### src/rtl/cp_alu_pkg.sv
package cp_alu_pkg;

    localparam int OPC_W = 5;

    localparam logic [OPC_W-1:0] OP_ADD   = 5'h01;
    localparam logic [OPC_W-1:0] OP_ADDHI = 5'h02;
    localparam logic [OPC_W-1:0] OP_SUB   = 5'h03;
    localparam logic [OPC_W-1:0] OP_SUBHI = 5'h04;
    localparam logic [OPC_W-1:0] OP_AND   = 5'h05;
    localparam logic [OPC_W-1:0] OP_OR    = 5'h06;
    localparam logic [OPC_W-1:0] OP_XOR   = 5'h07;
    localparam logic [OPC_W-1:0] OP_NOT   = 5'h08;
    localparam logic [OPC_W-1:0] OP_SHL   = 5'h09;
    localparam logic [OPC_W-1:0] OP_USHR  = 5'h0a;
    localparam logic [OPC_W-1:0] OP_ISHR  = 5'h0b;
    localparam logic [OPC_W-1:0] OP_ROT   = 5'h0c;
    localparam logic [OPC_W-1:0] OP_MUL8  = 5'h0d;
    localparam logic [OPC_W-1:0] OP_MIN   = 5'h0e;
    localparam logic [OPC_W-1:0] OP_MAX   = 5'h0f;
    localparam logic [OPC_W-1:0] OP_CMP   = 5'h10;
    localparam logic [OPC_W-1:0] OP_MOVI  = 5'h11;
    localparam logic [OPC_W-1:0] OP_MSB   = 5'h14;

    typedef enum logic [0:0] {
        ST_IDLE   = 1'b0,
        ST_RESULT = 1'b1
    } alu_state_e;

    function automatic logic is_carry_op(input logic [OPC_W-1:0] op);
        return (op == OP_ADD) || (op == OP_ADDHI) ||
               (op == OP_SUB) || (op == OP_SUBHI);
    endfunction

endpackage

### src/rtl/cp_alu_opnd.sv
module cp_alu_opnd #(
    parameter int DATA_W = 32,
    parameter int IMM_W  = 16
) (
    input  logic              use_reg,
    input  logic [DATA_W-1:0] src2_val,
    input  logic [IMM_W-1:0]  imm16,
    output logic [DATA_W-1:0] op2
);
    localparam int PAD_W = DATA_W - IMM_W;

    always_comb begin
        if (use_reg) op2 = src2_val;
        else         op2 = {{PAD_W{1'b0}}, imm16};
    end
endmodule

### src/rtl/cp_alu_arith.sv
module cp_alu_arith
    import cp_alu_pkg::*;
#(
    parameter int DATA_W = 32
) (
    input  logic [OPC_W-1:0]  op_code,
    input  logic [DATA_W-1:0] a,
    input  logic [DATA_W-1:0] b,
    input  logic              carry_in,
    output logic              hit,
    output logic [DATA_W-1:0] sum,
    output logic              carry_out
);
    logic              subtract;
    logic              cin;
    logic [DATA_W-1:0] b_eff;
    logic [DATA_W:0]   full;

    always_comb begin
        hit      = is_carry_op(op_code);
        subtract = (op_code == OP_SUB) || (op_code == OP_SUBHI);
        unique case (op_code)
            OP_ADD:          cin = 1'b0;
            OP_SUB:          cin = 1'b1;
            OP_ADDHI,
            OP_SUBHI:        cin = carry_in;
            default:         cin = 1'b0;
        endcase
        b_eff     = subtract ? ~b : b;
        full      = {1'b0, a} + {1'b0, b_eff} + {{DATA_W{1'b0}}, cin};
        sum       = full[DATA_W-1:0];
        carry_out = full[DATA_W];
    end
endmodule

### src/rtl/cp_alu_logic.sv
module cp_alu_logic
    import cp_alu_pkg::*;
#(
    parameter int DATA_W = 32,
    parameter int IMM_W  = 16,
    parameter int MUL_W  = 8
) (
    input  logic [OPC_W-1:0]         op_code,
    input  logic                     use_reg,
    input  logic [DATA_W-1:0]        a,
    input  logic [DATA_W-1:0]        b,
    input  logic [IMM_W-1:0]         imm16,
    input  logic [$clog2(DATA_W)-1:0] movi_shift,
    output logic                     hit,
    output logic [DATA_W-1:0]        result
);
    localparam int SH_W  = $clog2(DATA_W);
    localparam int PROD_W = 2 * MUL_W;

    logic [SH_W-1:0]     sh;
    logic [2*DATA_W-1:0] rot_wide;
    logic [PROD_W-1:0]   prod;
    logic [DATA_W-1:0]   msb_idx;
    logic [DATA_W-1:0]   imm_ext;

    always_comb begin
        sh       = b[SH_W-1:0];
        rot_wide = {a, a} << sh;
        prod     = a[MUL_W-1:0] * b[MUL_W-1:0];
        imm_ext  = {{(DATA_W-IMM_W){1'b0}}, imm16};
        msb_idx  = '0;
        for (int i = 0; i < DATA_W; i++) begin
            if (b[i]) msb_idx = DATA_W'(i);
        end
    end

    always_comb begin
        hit    = 1'b1;
        result = '0;
        unique case (op_code)
            OP_AND:  result = a & b;
            OP_OR:   result = a | b;
            OP_XOR:  result = a ^ b;
            OP_NOT:  result = ~b;
            OP_SHL:  result = a << sh;
            OP_USHR: result = a >> sh;
            OP_ISHR: result = $unsigned($signed(a) >>> sh);
            OP_ROT:  result = rot_wide[2*DATA_W-1:DATA_W];
            OP_MUL8: result = {{(DATA_W-PROD_W){1'b0}}, prod};
            OP_MIN:  result = (a < b) ? a : b;
            OP_MAX:  result = (a > b) ? a : b;
            OP_CMP: begin
                if (a == b)     result = DATA_W'(0);
                else if (a > b) result = DATA_W'(1);
                else            result = DATA_W'(2);
            end
            OP_MOVI: begin
                hit    = !use_reg;
                result = imm_ext << movi_shift;
            end
            OP_MSB: begin
                hit    = use_reg;
                result = msb_idx;
            end
            default: hit = 1'b0;
        endcase
    end

    always_comb begin
        if (op_code == OP_NOT)
            assert_not_ignores_src1_R7: assert (result == ~b);
    end
endmodule

### src/rtl/cp_alu.sv
module cp_alu
    import cp_alu_pkg::*;
#(
    parameter int DATA_W    = 32,
    parameter int IMM_W     = 16,
    parameter int REG_IDX_W = 5,
    parameter int MUL_W     = 8
) (
    input  logic                      clk,
    input  logic                      rst_n,
    input  logic                      in_valid,
    input  logic                      use_reg,
    input  logic [4:0]                op_code,
    input  logic [DATA_W-1:0]         src1_val,
    input  logic [DATA_W-1:0]         src2_val,
    input  logic [IMM_W-1:0]          imm16,
    input  logic [$clog2(DATA_W)-1:0] movi_shift,
    input  logic [REG_IDX_W-1:0]      dst_idx,
    output logic                      res_valid,
    output logic                      res_we,
    output logic [REG_IDX_W-1:0]      res_dst,
    output logic [DATA_W-1:0]         res_data,
    output logic                      carry_flag
);
    alu_state_e state_q, state_d;

    logic [DATA_W-1:0] op2;
    logic              ar_hit, lg_hit, ar_cout;
    logic [DATA_W-1:0] ar_sum, lg_res;

    cp_alu_opnd #(.DATA_W(DATA_W), .IMM_W(IMM_W)) u_opnd (
        .use_reg  (use_reg),
        .src2_val (src2_val),
        .imm16    (imm16),
        .op2      (op2)
    );

    cp_alu_arith #(.DATA_W(DATA_W)) u_arith (
        .op_code   (op_code),
        .a         (src1_val),
        .b         (op2),
        .carry_in  (carry_flag),
        .hit       (ar_hit),
        .sum       (ar_sum),
        .carry_out (ar_cout)
    );

    cp_alu_logic #(.DATA_W(DATA_W), .IMM_W(IMM_W), .MUL_W(MUL_W)) u_logic (
        .op_code    (op_code),
        .use_reg    (use_reg),
        .a          (src1_val),
        .b          (op2),
        .imm16      (imm16),
        .movi_shift (movi_shift),
        .hit        (lg_hit),
        .result     (lg_res)
    );

    always_comb begin
        unique case (state_q)
            ST_IDLE:   state_d = in_valid ? ST_RESULT : ST_IDLE;
            ST_RESULT: state_d = in_valid ? ST_RESULT : ST_IDLE;
            default:   state_d = ST_IDLE;
        endcase
    end

    always_ff @(posedge clk or negedge rst_n) begin
        if (!rst_n) state_q <= ST_IDLE;
        else        state_q <= state_d;
    end

    always_ff @(posedge clk or negedge rst_n) begin
        if (!rst_n) begin
            res_we     <= 1'b0;
            res_dst    <= '0;
            res_data   <= '0;
            carry_flag <= 1'b0;
        end else if (in_valid) begin
            res_we   <= ar_hit | lg_hit;
            res_dst  <= dst_idx;
            res_data <= ar_hit ? ar_sum : lg_res;
            if (ar_hit) carry_flag <= ar_cout;
        end else begin
            res_we <= 1'b0;
        end
    end

    assign res_valid = (state_q == ST_RESULT);

    assert_valid_after_issue_R2: assert property (@(posedge clk) disable iff (!rst_n)
        in_valid |=> res_valid);
    assert_quiet_when_idle_R2: assert property (@(posedge clk) disable iff (!rst_n)
        !in_valid |=> !res_valid);
    assert_we_inside_valid_R13: assert property (@(posedge clk) disable iff (!rst_n)
        res_we |-> res_valid);
    assert_carry_held_R6: assert property (@(posedge clk) disable iff (!rst_n)
        !(in_valid && is_carry_op(op_code)) |=> $stable(carry_flag));
    assert_msb_imm_no_write_R12: assert property (@(posedge clk) disable iff (!rst_n)
        (in_valid && !use_reg && op_code == OP_MSB) |=> !res_we);
    assert_movi_reg_no_write_R11: assert property (@(posedge clk) disable iff (!rst_n)
        (in_valid && use_reg && op_code == OP_MOVI) |=> !res_we);
endmodule

### config.mk
export PLATFORM = sky130hd
export DESIGN_NAME = cp_alu
export DESIGN_NICKNAME = d
export VERILOG_FILES = /design/src/rtl/cp_alu_pkg.sv /design/src/rtl/cp_alu_opnd.sv /design/src/rtl/cp_alu_arith.sv /design/src/rtl/cp_alu_logic.sv /design/src/rtl/cp_alu.sv
export SDC_FILE = /design/constraint.sdc
export NUM_CORES = 1
export LEC_CHECK = 0
export BUFFER_PORTS_ARGS = -buffer_cell sky130_fd_sc_hd__clkbuf_2
export CAP_MARGIN = 0
export CORE_MARGIN = 2
export CORE_UTILIZATION = 60
export DETAILED_ROUTE_END_ITERATION = 8
export PLACE_DENSITY_LB_ADDON = 0.08
export SYNTH_ARGS = -nofsm -noshare
export SYNTH_HDL_FRONTEND = slang
export SYNTH_HIERARCHICAL = 1
export SYNTH_SLANG_ARGS = --single-unit
### constraint.sdc
create_clock -name clk -period 3.7 [get_ports clk]
set_input_delay 0.185 -clock clk [delete_from_list [all_inputs] [get_ports clk]]
set_output_delay 0.185 -clock clk [all_outputs]
set_load 0.01 [all_outputs]
==> out/metrics.cfg, run 1 <==
[synthesis]
syn_inst = 2142
syn-cell-area_sq_um = 16000
yosysTopAreaCellShare = 0.128
synth.avg_cell_area_sq_um = 7.46
ys_async_sr_fraction = 1.00
syn_nets = 2443
synth_top_flop_cell = dfrtp_1
ys_seq_area_frac = 0.0626
synth-edff-count = 0
synth_common_cells = nor2_1 (209), nand2_1 (188), ha_1 (164)
yosysMostFrequentCell = nor2_1
ys_seq_elements = 40
yosysWarnings = 6
synth_top_cell_by_area = ha_1
ys_types = 95
yosys-top-cells-area = ha_1 (13%), mux2i_1 (8.5%), dfrtp_1 (6.3%)

[placement]
postPlaceCellArea_sq_um = 20300
portBuffers = 138
hpwl_mm = 67.5
place_ws_ns = -1.59
gp_congestion = 1.20

[status]
tool.error = [ERROR GRT-0116] Global routing finished with congestion. Check the congestion regions in the DRC Viewer.
lastStage = global routing
status = did not finish

[clocking]
ctsHoldBuffers = 0
numClockSinks = 40
cts_root_buf = clkbuf_16
cts.htree.levels = 2
cts_max_path_buffers = 2
cts_buffers = 5

[floorplanning]
ios = 139
die_w_um = 167
die_height_um = 167
fp-row-count = 59
start_util = 0.612

[global_route]
grt_overflow = 1
grt_usage = 0.645
grt_start_max_net_pins = 105
grt_pass1_vias = 22962
grt_pass1_wl_mm = 137

## stage by stage
stage	instances	setup TNS, ns	hold slack (ns)	util
3_3_place_gp	2971	-31.69	0.418	0.776
3_5_place_dp	2971	-34.35	0.424	0.776
4_1_cts	2992	-10.02	0.108	0.803
2_1_floorplan	2142	-14.12	-0.111	-
## cells by family after synthesis
logic type,Yosys count,synth area share
buf+inv,308,0.0874
flops,40,0.0626
simple gates,654,0.193
fa+ha+maj,202,0.176
mux,222,0.158
xor+xnor,70,0.0384
compound gates,646,0.284
## per-layer routing
layer  overflow  GRT usage
met5          0     0.0365
met2          0      0.882
met1          0      0.676
met3          0      0.392
met4          1      0.603
## timing repair
action / CTS
gates resized for setup: 81
setup endpoints to repair: 33
setup buffers: 17
pin swaps: 45
==> inputs of run 2 (changes only) <==
Settings changed: CORE_UTILIZATION 60 to 40, PLACE_DENSITY_LB_ADDON 0.08 to 0.15.
==> out/metrics.cfg, run 2 <==
[worst_setup_path]
r2r-start = carry_flag
path_common_cell = fa_1
worstPathArrival_ns = 4.94
crit_path_cell_trace = clkbuf_16 -> mux2_4 -> buf_6 -> nand2_4 -> fa_1 -> fa_1 -> inv_1 -> fa_1 -> inv_1 -> fa_1 -> inv_2 -> ha_4 -> nand3_2 -> o211ai_1 -> o31a_1 -> nor2_2 -> xor2_2 -> o22ai_2 -> or3_1 -> a221o_1 -> mux2i_1 -> a21oi_1
path_class = in -> reg
cp_data_required_time_ns = 3.89
cp_slowest_cell = fa_1
r2r-end = res_data[22]
reg2reg_depth = 17
start_kind = primary input
critical-path-max-stage-delay_ns = 0.54
regToRegSetupSlack_ns = -0.08
endpoint_kind = flop
cp_max_fo = 7

[placement]
gp_congestion = 1.11  ; -8.1%
portBuffers = 138  ; unchanged
hpwl_mm = 77.0  ; +14%

[global_route]
grt_usage = 0.448
grt_pass1_wl_mm = 137
grt_start_max_net_pins = 60
grt_overflow = 0
antenna_found_initial = 2
grt_pass1_vias = 19916

[sta]
setup_ws_ns = -1.05
final_hold_viol_count = 0
tns_ns = -16.08
hold_ws_ns = 0.0770
finalCriticalPeriod_ns = 4.75
grt_setup_unrepaired = true
finalCritPeriodShare = 1.28
finalSetupViolCount = 32
report.final.slew_viol_count = 0
finClkSkew_ns = 0.00346
relSlewSlack = 0.253
worst_pin_slew_ns = 1.12
clock.fmax_mhz = 211

[synthesis]
syn_inst = 2142  ; unchanged
yosysMostFrequentCell = nor2_1
synth_common_cells = nor2_1 (209), nand2_1 (188), ha_1 (164)
yosys-top-cells-area = ha_1 (13%), mux2i_1 (8.5%), dfrtp_1 (6.3%)
synth_top_flop_cell = dfrtp_1
synth_top_cell_by_area = ha_1
ys_types = 95  ; unchanged
syn_nets = 2443  ; unchanged
yosysWarnings = 6  ; unchanged
synth-edff-count = 0  ; unchanged
ys_seq_area_frac = 0.0626  ; unchanged
yosysTopAreaCellShare = 0.128  ; unchanged
ys_async_sr_fraction = 1.00  ; unchanged
syn-cell-area_sq_um = 16000  ; unchanged
synth.avg_cell_area_sq_um = 7.46  ; unchanged
ys_seq_elements = 40  ; unchanged

[floorplanning]
ios = 139  ; unchanged
die_w_um = 204  ; +22%
die_height_um = 204  ; +22%
die_area_sq_um = 41600
start_util = 0.404  ; -0.207
fp-row-count = 73  ; +24%
core-area_sq_um = 39500

[clocking]
cts_buffers = 5  ; unchanged
cts_max_path_buffers = 2  ; unchanged
numClockSinks = 40  ; unchanged
cts_root_buf = clkbuf_16
cts_tree = yes
clk_pin_slew_ns = 0.07
cts.htree.levels = 2  ; unchanged
insertion_delay_ns = 0.31
ctsHoldBuffers = 0  ; unchanged

[route]
viasPerCell = 6.41
routed_wl_mm = 95.9
vias = 20892
final_antenna_net_count = 0
drcViolationCount = 0
drtPass1Iterations = 9
wl_per_cell_um = 29.4
first_iter_violations = 2998

[power_and_ir_drop]
ir_drop_mv = 0.553
finalPower_w = 0.00649
power.density_nw_per_um2 = 290
power_leakage_nw = 10.6

[job]
cap_violations = 0

[cells_and_area]
antenna_cells = 0
drive_gt1_frac = 0.362
area_growth_pct = 40.0
top_regs = res_data x32, res_dst x5
nets = 3034
final_util = 0.566
regMostFlops = res_data
regArea_sq_um = 1000
final_common_cell = buf_4
mostFrequentLayoutCells = buf_4 (563), nor2_1 (199), nand2_1 (179)
multiInputGateArea_sq_um = 14400
fillers = 3831
largest_reg_flops = 32

[status]
status = finished, violations left
violations = negative setup slack

[worst_hold_path]
hold_class = in -> async

## run 2: cells by family after synthesis
logic type,count (synthesis),share of synthesized area
and+or+nand+nor,654,0.193
AOI/OAI and AO/OA,646,0.284
buffers and inverters,308,0.0874
muxes,222,0.158
adders and majority gates,202,0.176
xor gates and xnor gates,70,0.0384
DFF,40,0.0626
## run 2: timing repair
action / in CTS / in global routing
pin swaps: 59 / 66
endpoints found under the setup margin: 33 / 33
resized for setup: 119 / 68
buffers inserted: 17 / 12
gates cloned: 0 / 5
## run 2: cell type report
| class | instances | area share |
|---|---|---|
| inverter | 147 | 0.0253 |
| tap | 525 | 0.0294 |
| multi-input combinational | 1794 | 0.642 |
| sequential | 40 | 0.0447 |
| clock buffer | 5 | 0.00559 |
| timing repair buffer | 745 | 0.251 |
| clock inverter | 3 | 0.00207 |
## run 2: per-stage QoR
step	cell area (sq um)	instances	setup slack [ns]
after floorplan	16200	2142	-1.66
after global placement	21000	3223	-1.48
after detailed placement	21000	3223	-1.63
after CTS	21800	3244	-1.08
after global routing	22400	3259	-1.23
final	22400	3259	-1.05
## run 2: power by group
group	switching (W)	internal, W
registers	0.0000543	0.000501
clock network	0.000228	0.000322
logic	0.00292	0.00246
## run 2: per-layer routing
layer  global-route usage  share of wire  vias to the layer above
met2                0.683           0.42                     1373
li1                     -              -                     9141
met5                    0        0.00014                        -
met3                0.108           0.11                      363
met1                0.569           0.39                    10013
met4                0.280          0.080                        2
## run 2: worst max-delay path by stage
stage | from | to
after floorplan | use_reg | res_data[14]
after global placement | use_reg | res_data[10]
after detailed placement | use_reg | res_data[10]
after CTS | use_reg | res_data[14]
after global routing | use_reg | res_data[10]
final | use_reg | res_data[10]
## run 2: worst max-delay path, delay by kind of cell
kind            cells  cell delay (ns)
simple gates        4             0.59
fa+ha+maj           5             2.16
xor+xnor            1             0.17
mux                 2             0.47
buf+inv             5             0.42
compound gates      5             0.93
(Power assumes the default switching activity.)
==> inputs of run 3 (changes only) <==
Settings changed: CELL_PAD_IN_SITES_DETAIL_PLACEMENT set to 1, CELL_PAD_IN_SITES_GLOBAL_PLACEMENT set to 2, CORE_UTILIZATION 40 to 37, CTS_BUF_LIST set to sky130_fd_sc_hd__clkbuf_8 sky130_fd_sc_hd__clkbuf_16, PLACE_DENSITY_LB_ADDON 0.15 to 0.1.
==> out/metrics.cfg, run 3 (same netlist as run 2, synthesis figures left out) <==
[sta]
grt_setup_unrepaired = true
finalCritPeriodShare = 1.29  ; +0.00228
finClkSkew_ns = 0.00958  ; +0.00613 ns
clock.fmax_mhz = 210  ; -0.18%
final_hold_viol_count = 0  ; unchanged
report.final.slew_viol_count = 0  ; unchanged
finalCriticalPeriod_ns = 4.76  ; +0.00845 ns
worst_pin_slew_ns = 1.09  ; -0.0265 ns
setup_ws_ns = -1.06  ; -0.00845 ns
relSlewSlack = 0.270  ; +0.0176
finalSetupViolCount = 30  ; -6.3%

[power_and_ir_drop]
p_sw_frac = 0.497  ; +0.00393
ir_drop_mv = 0.313  ; -43%
power_frac_clock = 0.081  ; -0.004
power.density_nw_per_um2 = 290  ; -0.12%
finalPower_w = 0.00637  ; -1.7%
power_leakage_nw = 10.4  ; -1.8%
switching_power_w = 0.00317  ; -0.95%
p_seq_frac = 0.087  ; about the same
p_comb_frac = 0.832  ; +0.002
cell_internal_pwr_w = 0.00321  ; -2.5%

[clocking]
clk_pin_slew_ns = 0.07  ; about the same
cts_max_path_buffers = 2  ; unchanged
insertion_delay_ns = 0.31  ; about the same
cts_buffers = 5  ; unchanged
numClockSinks = 40  ; unchanged
cts_tree = yes
cts_root_buf = clkbuf_16
cts.htree.levels = 2  ; unchanged

[floorplanning]
die_w_um = 212  ; +3.9%
core-area_sq_um = 42900  ; +8.4%
ios = 139  ; unchanged
fp-row-count = 76  ; +4.1%
die_height_um = 212  ; +3.9%
die_area_sq_um = 44900  ; +7.9%
start_util = 0.373  ; -0.0314

[global_route]
antenna_found_initial = 3  ; +1
grt_start_max_net_pins = 105  ; +75%
grt_usage = 0.423  ; -0.0252
grt_overflow = 0  ; unchanged
grt_pass1_wl_mm = 140  ; +2.5%
grt_pass1_vias = 21030  ; +5.6%

[cells_and_area]
mostFrequentLayoutCells = buf_4 (548), nor2_1 (202), nand2_1 (179)
antenna_cells = 0  ; unchanged
area_growth_pct = 37.7
final_cells = 3296  ; +1.1%
nets = 3011  ; -0.76%
largest_reg_flops = 32  ; unchanged
drive_gt1_frac = 0.350  ; -0.0117
regMostFlops = res_data
fillers = 5369  ; +40%
final_util = 0.513  ; -0.0524
final_common_cell = buf_4
top_regs = res_data x32, res_dst x5

[job]
cap_violations = 0  ; unchanged

[worst_setup_path]
critical-path-max-stage-delay_ns = 0.57  ; +0.03 ns
crit_path_cell_trace = clkbuf_16 -> mux2_4 -> nand2_4 -> fa_1 -> fa_1 -> inv_2 -> fa_1 -> inv_1 -> fa_1 -> inv_2 -> ha_4 -> nand3_2 -> o211ai_1 -> o31a_1 -> a311o_1 -> a21o_1 -> a21oi_2 -> xnor2_1 -> a221o_1 -> mux2i_1 -> a21oi_1
r2r-end = res_data[30]
critical_path_depth = 21  ; -4.5%
reg2reg_depth = 15  ; -2
cp_slowest_cell = fa_1
path_common_cell = fa_1
regToRegSetupSlack_ns = 0.17  ; +0.25 ns
cp_data_required_time_ns = 3.85  ; -0.04 ns
r2r-start = carry_flag
endpoint_kind = flop
start_kind = primary input
path_class = in -> reg
critPathLaunch = use_reg
worstPathArrival_ns = 4.91  ; -0.03 ns
cp_max_fo = 5  ; -2
endpoint = res_data[14]
crit_buf_inv = 4  ; -1
path_delay_family = adder cells

[route]
vias = 20939  ; +0.22%
viasPerCell = 6.35  ; -0.90%
drcViolationCount = 0  ; unchanged
routed_wl_mm = 98.5  ; +2.7%
first_iter_violations = 2240  ; -25%
wl_per_cell_um = 29.9  ; +1.6%
drtPass1Iterations = 5  ; -4
final_antenna_net_count = 0  ; unchanged

[status]
status = finished, violations left
violations = negative setup slack

[placement]
gp_congestion = 1.05  ; -5.0%
place_ws_ns = -1.60  ; +0.0283 ns
hpwl_mm = 79.8  ; +3.7%
portBuffers = 138  ; unchanged
place_inst = 3268  ; +1.4%

[worst_hold_path]
hold_class = in -> async

[run 3: cell count changes in the layout (fill, tap and decap cells not counted), moves of 5 or more]
cell	change
buf_4	-15
buf_6	-8
ha_4	-8
buf_12	-6
ha_1	+6
inv_1	+6
mux2_2	+6
mux2_4	-6
a21oi_2	+5
[run 3: metal layers]
metal / global-route usage / routed length (um) / up-vias
met5: 0 / 21 / -
met4: 0.196 / 5300 / 4
met3: 0.0755 / 8190 / 259
met2: 0.673 / 43900 / 1125
met1: 0.556 / 41200 / 10481
li1: - / - / 9070
[run 3: power groups by stage]
stage               Sequential, W  Combinational [W]  Clock, W
CTS                      0.000552            0.00488  0.000524
floorplan                0.000575            0.00254         0
global route             0.000559            0.00558  0.000538
detailed placement       0.000560            0.00469         0
global placement         0.000556            0.00456         0
finish                   0.000553            0.00531  0.000514
[run 3: final cells by class]
class | instances | area [sq um] | area share
multi-input cells | 1794 | 14100 | 0.643
flip-flops and latches | 40 | 1000 | 0.0455
inverters | 147 | 569 | 0.0259
clock inverters | 3 | 38.8 | 0.00176
repair buffers | 722 | 5390 | 0.245
clock buffers | 5 | 125 | 0.00569
well taps | 585 | 732 | 0.0333
[run 3: stage by stage]
| step | setup TNS, ns | area, sq um | hold WS (ns) |
|---|---|---|---|
| 6_report | -14.61 | 22000 | 0.0774 |
| 2_1_floorplan | -14.12 | 16200 | -0.111 |
| 3_3_place_gp | -38.77 | 21000 | 0.420 |
| 4_1_cts | -11.42 | 21500 | 0.101 |
| 5_1_grt | -17.86 | 22000 | 0.118 |
| 3_5_place_dp | -40.40 | 21000 | 0.428 |
[run 3: worst min-delay path by stage]
stage	to	depth (start not counted)	slack, ns
after floorplan	carry_flag	0	-0.11
after global placement	res_dst[1]	1	0.42
after detailed placement	res_dst[1]	1	0.43
after CTS	res_data[8]	1	0.10
after global routing	res_dst[0]	2	0.12
final	res_data[7]	1	0.08
[run 3: repair_timing]
action                                  CTS  global route
hold buffers                              0             0
gates resized for setup                  91            67
pin swaps                                44            49
cloned                                    1             3
setup buffers                             3            15
endpoints found under the setup margin   33            33
